===== src/rtl/lcd_seq_pkg.sv =====
package lcd_seq_pkg;

  localparam int NUM_COM = 4;
  localparam int COM_W   = $clog2(NUM_COM);

  typedef enum logic [1:0] {
    ST_IDLE = 2'd0,
    ST_RUN  = 2'd1,
    ST_EXIT = 2'd2
  } scanState_t;

  // strobes from control to datapath
  typedef struct packed {
    logic             active;    // outputs driven
    logic             allowPix;  // all-pixel forcing honoured
    logic             segDark;   // every segment forced dark
    logic             pol;       // 0 positive, 1 negative
    logic [COM_W-1:0] comIdx;
  } scanStrobe_t;

  function automatic int frameTicks(input logic [1:0] sel);
    case (sel)
      2'd0:    return 512;
      2'd1:    return 576;
      2'd2:    return 648;
      default: return 768;
    endcase
  endfunction

endpackage


===== src/rtl/lcd_scan_ctrl.sv =====
module lcd_scan_ctrl
  import lcd_seq_pkg::*;
#(
  parameter int BLINK_BASE = 40960
) (
  input  logic        clk,
  input  logic        rstN,
  input  logic        oscTick,
  input  logic        dispOn,
  input  logic [1:0]  frameSel,
  input  logic        invMode,
  input  logic [1:0]  blinkSel,
  output scanStrobe_t strobe
);

  localparam int PH_W = $clog2(768 / NUM_COM);
  localparam int BL_W = $clog2(BLINK_BASE);

  scanState_t       state;
  logic [PH_W-1:0]  phase;
  logic [PH_W-1:0]  comLen;
  logic [COM_W-1:0] comIdx;
  logic             pol;
  logic [BL_W-1:0]  blinkCnt;
  logic [BL_W-1:0]  halfLen;
  logic             blankHalf;
  logic             periodEnd;
  logic             frameEnd;

  always_comb begin
    comLen    = PH_W'(frameTicks(frameSel) / NUM_COM);
    halfLen   = BL_W'(BLINK_BASE >> (blinkSel - 2'd1));
    periodEnd = oscTick && (phase >= comLen - 1'b1);
    frameEnd  = periodEnd && (comIdx == COM_W'(NUM_COM - 1));
  end

  always_ff @(posedge clk) begin
    if (!rstN) begin
      state  <= ST_IDLE;
      phase  <= '0;
      comIdx <= '0;
      pol    <= 1'b0;
    end else if (state == ST_IDLE) begin
      phase  <= '0;
      comIdx <= '0;
      pol    <= 1'b0;
      if (dispOn) state <= ST_RUN;
    end else if (periodEnd) begin
      phase  <= '0;
      comIdx <= comIdx + 1'b1;
      if (!invMode || frameEnd) pol <= ~pol;
      if (frameEnd) begin
        if (state == ST_RUN && !dispOn) state <= ST_EXIT;
        else if (state == ST_EXIT) state <= dispOn ? ST_RUN : ST_IDLE;
      end
    end else if (oscTick) begin
      phase <= phase + 1'b1;
    end
  end

  always_ff @(posedge clk) begin
    if (!rstN || state == ST_IDLE || blinkSel == 2'd0) begin
      blinkCnt  <= '0;
      blankHalf <= 1'b0;
    end else if (oscTick) begin
      if (blinkCnt >= halfLen - 1'b1) begin
        blinkCnt  <= '0;
        blankHalf <= ~blankHalf;
      end else begin
        blinkCnt <= blinkCnt + 1'b1;
      end
    end
  end

  always_comb begin
    strobe.active   = (state != ST_IDLE);
    strobe.allowPix = (state == ST_RUN);
    strobe.segDark  = (state == ST_EXIT) || (state == ST_RUN && blankHalf);
    strobe.pol      = pol;
    strobe.comIdx   = comIdx;
  end

endmodule


===== src/rtl/lcd_drive_path.sv =====
module lcd_drive_path
  import lcd_seq_pkg::*;
#(
  parameter int NUM_SEG = 20
) (
  input  scanStrobe_t            strobe,
  input  logic [NUM_SEG-1:0]     rowBits,
  input  logic                   allOn,
  input  logic                   allOff,
  output logic [2*NUM_COM-1:0]   comDrive,
  output logic [2*NUM_SEG-1:0]   segDrive
);

  for (genvar c = 0; c < NUM_COM; c++) begin : g_com
    always_comb begin
      if (!strobe.active)
        comDrive[2*c +: 2] = 2'd0;
      else if (strobe.comIdx == COM_W'(c))
        comDrive[2*c +: 2] = strobe.pol ? 2'd0 : 2'd3;
      else
        comDrive[2*c +: 2] = strobe.pol ? 2'd2 : 2'd1;
    end
  end

  for (genvar s = 0; s < NUM_SEG; s++) begin : g_seg
    logic lit;
    always_comb begin
      lit = rowBits[s];
      if (strobe.allowPix) begin
        if (allOff)     lit = 1'b0;
        else if (allOn) lit = 1'b1;
      end
      if (strobe.segDark) lit = 1'b0;
      if (!strobe.active)
        segDrive[2*s +: 2] = 2'd0;
      else if (strobe.pol)
        segDrive[2*s +: 2] = lit ? 2'd3 : 2'd1;
      else
        segDrive[2*s +: 2] = lit ? 2'd0 : 2'd2;
    end
  end

endmodule


===== src/rtl/lcd_frame_seq.sv =====
module lcd_frame_seq
  import lcd_seq_pkg::*;
#(
  parameter int NUM_SEG    = 20,
  parameter int BLINK_BASE = 40960
) (
  input  logic                 clk,
  input  logic                 rstN,
  input  logic                 oscTick,
  input  logic                 dispOn,
  input  logic [1:0]           frameSel,
  input  logic                 invMode,
  input  logic [1:0]           blinkSel,
  input  logic                 allOn,
  input  logic                 allOff,
  output logic [1:0]           rowSel,
  input  logic [NUM_SEG-1:0]   rowBits,
  output logic [2*NUM_COM-1:0] comDrive,
  output logic [2*NUM_SEG-1:0] segDrive
);

  scanStrobe_t strobe;

  lcd_scan_ctrl #(.BLINK_BASE(BLINK_BASE)) u_ctrl (
    .clk(clk), .rstN(rstN), .oscTick(oscTick), .dispOn(dispOn),
    .frameSel(frameSel), .invMode(invMode), .blinkSel(blinkSel),
    .strobe(strobe)
  );

  lcd_drive_path #(.NUM_SEG(NUM_SEG)) u_path (
    .strobe(strobe), .rowBits(rowBits), .allOn(allOn), .allOff(allOff),
    .comDrive(comDrive), .segDrive(segDrive)
  );

  assign rowSel = strobe.comIdx;

endmodule


===== config.mk =====
export PLATFORM = sky130hd
export DESIGN_NAME = lcd_frame_seq
export DESIGN_NICKNAME = d
export VERILOG_FILES = /design/src/rtl/lcd_seq_pkg.sv /design/src/rtl/lcd_scan_ctrl.sv /design/src/rtl/lcd_drive_path.sv /design/src/rtl/lcd_frame_seq.sv
export SDC_FILE = /design/constraint.sdc
export NUM_CORES = 1
export LEC_CHECK = 0
export BUFFER_PORTS_ARGS = -buffer_cell sky130_fd_sc_hd__buf_2
export CORE_MARGIN = 2
export CORE_UTILIZATION = 52
export DETAILED_ROUTE_END_ITERATION = 8
export PLACE_DENSITY = 0.81
export SLEW_MARGIN = 0
export SYNTH_ARGS = -nofsm -noshare
export SYNTH_HDL_FRONTEND = slang
export SYNTH_SLANG_ARGS = --single-unit

===== constraint.sdc =====
create_clock -name clk -period 2.8 [get_ports clk]
set_input_delay 0.28 -clock clk [delete_from_list [all_inputs] [get_ports clk]]
set_output_delay 0.28 -clock clk [all_outputs]
set_load 0.05 [all_outputs]

==> results.md, run 1 <==
- WS Path Type: reg2out
- Number of global-route vias before repair: 2,020
- #FFs+latches synth: 30
- Pre-Repair DR Iteration Count: 4
- Post-synthesis area per instance: approximately 7.8 um2
- Slew @ Worst Pin: 1.06 ns
- DIE WIDTH: 74.8 um
- CP max stage cell: nor2_2
- Slowest cell delay on critical path: 0.85 ns
- TNS Setup: 0 ns
- Overflow after GRT: 0
- Final Cell Area: 2980 um2
- Yosys cell types: slightly above 40
- R2R setup slack: 0.80 ns
- Post-DRT Antenna Nets: 0
- Final hold vios: 0
- Layout Nets: 452
- VDD IR max: 0.309 mV
- Final min period: approximately 2.4 ns
- CP required: 2.52 ns
- Outcome: finished, final reports clean
- CTS tree: done
- First-pass GRT wire length: 8740 um
- Leak: 1.36 nW
- Clk root buf: clkbuf_8
- Unrepaired setup endpoints after global routing: false
- RD Place Congestion: around 0.83
- Cells after Synth: 335
- Cell mode on critical path: nor2_2
- Core Area: 4790 um2
- Postcts setup bufs: 0
- Vias/cell: between 5 and 6
- DRT iter0 DRCs: 80
- Final Slew Violations: 0
- P&R area growth vs syn: 14.6%
- Max-cap violation count: 0
- # IOs: 81
- Critical-path cell list: nor2_2 -> nor2_2 -> buf_2
- Placed insts: ~450
- Initial antenna violation count: 0
- Pre-CTS setup slack: approximately 0.37 ns
- Crit path capture type: output pin
- Setup Skew: 0.00337 ns
- Share of layout cells above drive strength 1: 24.9%
- Die area: 5590 um2
- Drt drc: 0
- Number of fill cells in the layout: 440
- Slew HR: 28.9%
- Number of port buffers: 80
- DP Area: ~2900 um2
- Pwr dens: 348 nW/um2
- Fmax: 414 MHz
- Crit path DAT: 2.13 ns
- Hold Crit Class: in2reg
- Initial core utilization: 54.4%
- Clock tree sinks: 30
- Row count: 25
- Finished Layout Cells: 456
- GRT Total Usage: 19.8%
- Clock-pin slew on the worst setup and hold paths: approximately 0.06 ns
- Syn_nets: between 300 and 400
- Total Power: approximately 1.0 mW
- Pin count of the biggest net entering global routing: 30
- Fin crit share: 86.2%
- Final setup violating endpoints: 0
- Clk_lat worst skew: 0.28 ns
- CP Launch Type: flop
- Max Root-Sink Buffers: 2
- Final core utilization: between 60% and 70%
- Die Span Y: around 75 um
- DR WL/cell: 11.8 um
- Critical path fanouts, max: 29
- WL final: 5370 um
- CTS buffer count: 5
- Cell Area, Synth: 2600 um2
- DR vias: 2,340
- Dpl hpwl: 4180 um
- Synth warnings: 0
- H-tree Lvls: 2
- Min Hold Slack: 0.276 ns
- Number of diodes: 0
- Sequential fraction of the synthesis area: 23.1%
- Post-CTS resize count: 0
- Final worst slack: 0.387 ns
- Hold Buf Count CTS: 0
-- registers in the layout (all words and copies together), names as in the netlist --
register	count
u_ctrl.blinkCnt	16
u_ctrl.phase	8
u_ctrl.comIdx	2
u_ctrl.state	2
u_ctrl.blankHalf	1
u_ctrl.pol	1
-- cells in the final DEF (no fill, tap or decap), types with 2 or more instances in the layout --
cell and n:
a21o_1 2, o21ai_0 26, buf_2 80, nand2_1 21, nand4_1 7, and3_1 4
dfxtp_1 30, a21oi_1 10, xor2_1 12, xnor2_1 26, nand3_1 11, o21a_1 2
nor4_1 5, mux2i_1 3, nor2_2 2, nor2_1 50, nand2b_1 2, or3_1 4
or2_1 2, nor2b_1 4, o21ai_2 2, a211oi_1 2, o22ai_1 2, nor3b_1 2
inv_1 17, nand3b_1 2, nor3_1 6, clkbuf_8 6, ha_1 33
-- logic make-up after synthesis --
family / count (synthesis) / share of synthesized area, %
adder cells (fa/ha/maj): 33 / 15.9
buffers and inverters: 52 / 10.5
AO/OA/AOI/OAI: 55 / 14.3
flip-flops: 30 / 23.1
XOR/XNOR: 38 / 12.8
AND/OR/NAND/NOR: 124 / 22.4
multiplexers: 3 / 1.15
-- power breakdown --
group          internal, mW  switching [mW]  total [mW]
registers             0.429         0.00330       0.432
logic                0.0696           0.176       0.246
clock network         0.198           0.162       0.360
total                 0.697           0.341        1.04
-- metal layers --
layer,vias up,part of all wire [%],GRT usage [%]
met3,8,7.8,4.15
met5,-,0,0
met4,0,1.5,6.94
li1,1218,-,-
met2,77,45,35.4
met1,1037,46,23.4
-- critical path: cells and delay by family, from the launching register on --
family	cells	cell delay, ns
buffers and inverters	1	0.32
flip-flops	1	0.38
AND/OR/NAND/NOR	2	1.15
-- Yosys cell counts --
cell type	count	area [um2]
or2_1	2	12.5
o21a_1	2	15.0
nand4_1	7	43.8
buf_2	2	10.0
buf_4	20	150
o21ai_4	1	16.3
xnor2_1	26	228
and3_1	4	25.0
a21o_1	2	15.0
nor4_1	5	31.3
or3_1	4	25.0
and3b_1	1	8.76
o22ai_2	1	12.5
buf_1	3	11.3
a221o_1	1	10.0
o21ai_2	2	17.5
nor2_1	52	195
nor3_1	6	30.0
o221a_1	1	11.3
o221ai_1	1	8.76
nand2b_1	2	12.5
o22ai_1	2	12.5
a32oi_4	1	27.5
nor3b_1	2	15.0
xor2_1	12	105
clkbuf_1	10	37.5
a21boi_0	1	7.51
nand2_1	21	78.8
a21oi_1	10	50.1
nand3b_1	2	15.0
nand3_1	11	55.1
nor2b_1	4	25.0
a31oi_1	1	6.26
and3_4	1	11.3
a41oi_2	1	16.3
ha_1	33	413
o21ai_0	26	130
dfxtp_1	30	601
mux2i_1	3	30.0
inv_1	17	63.8
a211oi_1	2	15.0
-- worst paths after layout --
check | start | end | depth (start not counted)
setup reg to reg | u_ctrl.phase[4]$_SDFFE_PP0P_ | u_ctrl.state[1]$_SDFFE_PN0P_ | 6
hold reg to reg | u_ctrl.blinkCnt[1]$_SDFFE_PP0P_ | u_ctrl.blinkCnt[1]$_SDFFE_PP0P_ | 2
hold / removal | rstN | u_ctrl.state[1]$_SDFFE_PN0P_ | 2
setup / recovery | u_ctrl.state[0]$_SDFFE_PN0P_ | segDrive[38] | 3
-- final cells by class --
cell class | instances | area (um2) | area share (%)
inverter | 17 | 63.8 | 2.14
sequential | 30 | 601 | 20.1
tap | 67 | 83.8 | 2.81
multi-input combinational | 253 | 1740 | 58.2
timing repair buffer | 81 | 408 | 13.7
clock inverter | 1 | 5.00 | 0.168
clock buffer | 7 | 86.3 | 2.89
No activity file was read; power rests on OpenSTA's default activity.
==> run 2, diff against run 1 <==
- HOLD_SLACK_MARGIN: unset -> 0.12
- SLEW_MARGIN: 0 -> unset
- SYNTH_HIERARCHICAL: unset -> 1
==> run 2 against run 1 <==
  * Utilization is 1.6 points lower
  * Sequential power hardly changed
  * Setup slack worse by 0.081 ns
  * Synthesized cell count is 8.7% lower
  * Wire length is 3.1% lower
  * Clock power is 10% lower
  * Count of clock-buffer cells in the layout is 2 lower
  * Clock skew is 0.0095 ns higher
  * Non-clock buffer count is 1 higher
  * Via count is 2.1% lower
==> results.md, run 2 <==
- First-pass GRT wire length: 8070 um (-7.7%)
- Hold Crit Class: in2reg
- Yosys top cell by area: dfxtp_1
- Pin count of the biggest net entering global routing: 22 (-27%)
- Slowest cell delay on critical path: 0.53 ns (-0.32 ns)
- Drt drc: 0 (unchanged)
- Max Root-Sink Buffers: 2 (unchanged)
- Max-cap violation count: 0 (unchanged)
- CP top delay family: compound AO/OA/AOI/OAI gates
- CP max stage cell: a21oi_2
- Syn_nets: 361 (-9.5%)
- Hold path start: rstN
- CP required: 2.52 ns (about the same)
- Slew HR: 43.6% (+15 points)
- Top Registers: u_ctrl/blinkCnt: 16 flops, u_ctrl/phase: 8 flops
- Top-area cell type share of the netlist area: 23.6% (+0.51 points)
- #FFs+latches synth: 30 (unchanged)
- Post-synth top cells: dfxtp_1 (30), ha_1 (24), mux2i_1 (24), buf_4 (23), o21ai_1 (22)
- FF+latch area: 601 um2 (unchanged)
- Fin crit share: 89.1% (+2.9 points)
- Slew @ Worst Pin: 0.839 ns (-0.225 ns)
- Final worst slack: 0.306 ns (-0.0808 ns)
- Initial antenna violation count: 0 (unchanged)
- Number of diodes: 0 (unchanged)
- CP Launch Type: flop
- Pwr dens: 350 nW/um2 (+0.49%)
- R2r endpoint: u_ctrl/phase[2]$_SDFFE_PP0P_
- Outcome: finished, final reports clean
- Post-synth EDFFs: 0 (unchanged)
- RD Place Congestion: 0.849 (+2.2%)
- Synth Flop Type: dfxtp_1
- Most frequent cells in the layout: buf_2 (80), dfxtp_1 (30), mux2i_1 (24), ha_1 (24), o21ai_1 (22)
- Setup Skew: 0.0129 ns (+0.00949 ns)
- TNS Setup: 0 ns (unchanged)
- Dpl hpwl: 3920 um (-6.2%)
- DP Area: 2790 um2 (-3.6%)
- Number of global-route vias before repair: 1,859 (-8.0%)
- Final Slew Violations: 0 (unchanged)
- Initial core utilization: 54.0% (-0.47 points)
- H-tree Lvls: 2 (unchanged)
- WS Path Type: reg2out
- Share of layout cells above drive strength 1: 28.0% (+3.1 points)
- Crit path DAT: 2.21 ns (+0.08 ns)
- Clock tree sinks: 30 (unchanged)
- WHS Path Cells: 3 (+1)
- Cell Area, Synth: 2550 um2 (-2.2%)
- Final hold vios: 0 (unchanged)
- Die Span Y: 74.0 um (-1.0%)
- Critical-path cell list: nand2b_1 -> o21ai_0 -> a21oi_2 -> o21ai_1 -> mux2i_1 -> buf_2
- Clock-pin slew on the worst setup and hold paths: 0.06 ns (about the same)
- Pre-Repair DR Iteration Count: 4 (unchanged)
- Critical path fanouts, max: 20 (-31%)
- Post-synthesis area per instance: 8.33 um2 (+7.1%)
- VDD IR max: 0.292 mV (-5.6%)
- Buf+Inv Stages, Crit Path: 1 (unchanged)
- P&R area growth vs syn: 12.5%
- CP Launch Point: u_ctrl/state[0]$_SDFFE_PN0P_
- DR vias: 2,291 (-2.1%)
- R2R setup slack: 0.76 ns (-0.04 ns)
- Final min period: 2.49 ns (+0.0808 ns)
- Number of fill cells in the layout: 413 (-6.1%)
- Max FFs per register: 16 (unchanged)
- Hold Buf Count CTS: 0 (unchanged)
- Crit path capture type: output pin
- Postcts setup bufs: 0 (unchanged)
- Hold-critical path endpoint: u_ctrl/state[0]$_SDFFE_PN0P_
- Final setup violating endpoints: 0 (unchanged)
- Area of the multi-input gates: 1630 um2 (-6.2%)
- Post-synth ARST share: 0% (unchanged)
- Final Cell Area: 2870 um2 (-3.9%)
- Reg with most FFs: u_ctrl/blinkCnt
- Number of port buffers: 80 (unchanged)
- Min Hold Slack: 0.296 ns (+0.0199 ns)
- Synth area leaders: dfxtp_1 (24%), ha_1 (12%), mux2i_1 (9.4%)
- Row count: 25 (unchanged)
- Leak: 1.40 nW (+3.2%)
- Unrepaired setup endpoints after global routing: false
- Cells after Synth: 306 (-8.7%)
- DRT iter0 DRCs: 153 (+91%)
- Pre-CTS setup slack: 0.354 ns (-0.0116 ns)
- WL final: 5200 um (-3.1%)
- CTS buffer count: 5 (unchanged)
- Post-DRT Antenna Nets: 0 (unchanged)
- Leading cell type in the layout, fill and taps excluded: buf_2
- DIE WIDTH: 74.0 um (-1.0%)
- GRT Total Usage: 18.2% (-1.6 points)
- Total Power: 1.00 mW (-3.4%)
- Core Area: 4720 um2 (-1.3%)
- Post-CTS resize count: 0 (unchanged)
- Fmax: 401 MHz (-3.2%)
- # IOs: 81 (unchanged)
- Vias/cell: 5.40 (+5.3%)
- Sequential fraction of the synthesis area: 23.6% (+0.51 points)
- Clk root buf: clkbuf_8
- Overflow after GRT: 0 (unchanged)
- RR Startpoint: u_ctrl/phase[6]$_SDFFE_PP0P_
- DR WL/cell: 12.3 um (+4.2%)
- CTS tree: done
- Layout Nets: 412 (-8.8%)
- Clk_lat worst skew: 0.28 ns (about the same)
- Synth warnings: 6 (+6)
- Yosys cell types: 49 (+20%)
- Die area: 5480 um2 (-2.0%)
- Worst-case reg-to-reg path depth: 6 (unchanged)
- Count leader, synth: dfxtp_1
==> run 2: cell types whose count changed after synthesis, sizes merged, moves of 5 or more <==
cell and change:
xnor2 -18, and2 +6, a21oi -5, nor2 -33, mux2i +21, o31ai +5
ha -9, nand2 -5, buf +7
==> run 2: worst max path at each step <==
| stage | to | slack (ns) | cells past startpoint |
|---|---|---|---|
| 6_report | segDrive[9] | 0.31 | 6 |
| 5_1_grt | segDrive[9] | 0.07 | 6 |
| 4_1_cts | segDrive[25] | 0.28 | 6 |
| 3_5_place_dp | u_ctrl/phase[6]$_SDFFE_PP0P_ | 0.35 | 9 |
| 3_3_place_gp | u_ctrl/phase[5]$_SDFFE_PP0P_ | 0.45 | 9 |
| 2_1_floorplan | u_ctrl/state[1]$_SDFFE_PN0P_ | 0.60 | 9 |
==> run 2: final cells by class <==
cell class / count / area share [%]
Multi-Input combinational cell: 222 / 56.8
Sequential cell: 30 / 20.9
Timing Repair Buffer: 82 / 14.5
Tap cell: 67 / 2.92
Clock buffer: 5 / 2.40
Inverter: 16 / 2.09
Clock inverter: 2 / 0.349
==> run 2: routing by layer <==
metal | global-route usage [%] | wire length, um | up-vias
met5 | 0 | 0 | -
met4 | 4.04 | 33 | 0
met3 | 4.88 | 305 | 7
met2 | 30.5 | 2460 | 74
met1 | 23.5 | 2400 | 1036
li1 | - | - | 1174
==> run 2: stage by stage <==
stage               utilization (%)  cells
floorplan                         -    306
global placement               59.0    417
detailed placement             59.0    417
CTS                            60.7    424
global route                   60.7    424
finish                         60.7    424
==> run 2: logic make-up after synthesis <==
logic type / Yosys count / share of synthesized area [%]
simple gates: 94 / 20.7
compound gates: 61 / 15.5
buf+inv: 54 / 12.5
flops: 30 / 23.6
mux: 24 / 9.43
fa+ha+maj: 24 / 11.8
xor+xnor: 19 / 6.53
==> run 2: worst register-to-register path: cells and delay by family, from the launching register on <==
kind	cells	cell delay (ns)
AND/OR/NAND/NOR	2	0.47
AO/OA/AOI/OAI	3	0.84
adder cells (fa/ha/maj)	1	0.26
flip-flops	1	0.40
==> run 2: where the power goes <==
part / internal [mW] / switching [mW]
Clock: 0.166 / 0.157
Sequential: 0.429 / 0.00304
Combinational: 0.0784 / 0.168
Total: 0.674 / 0.329
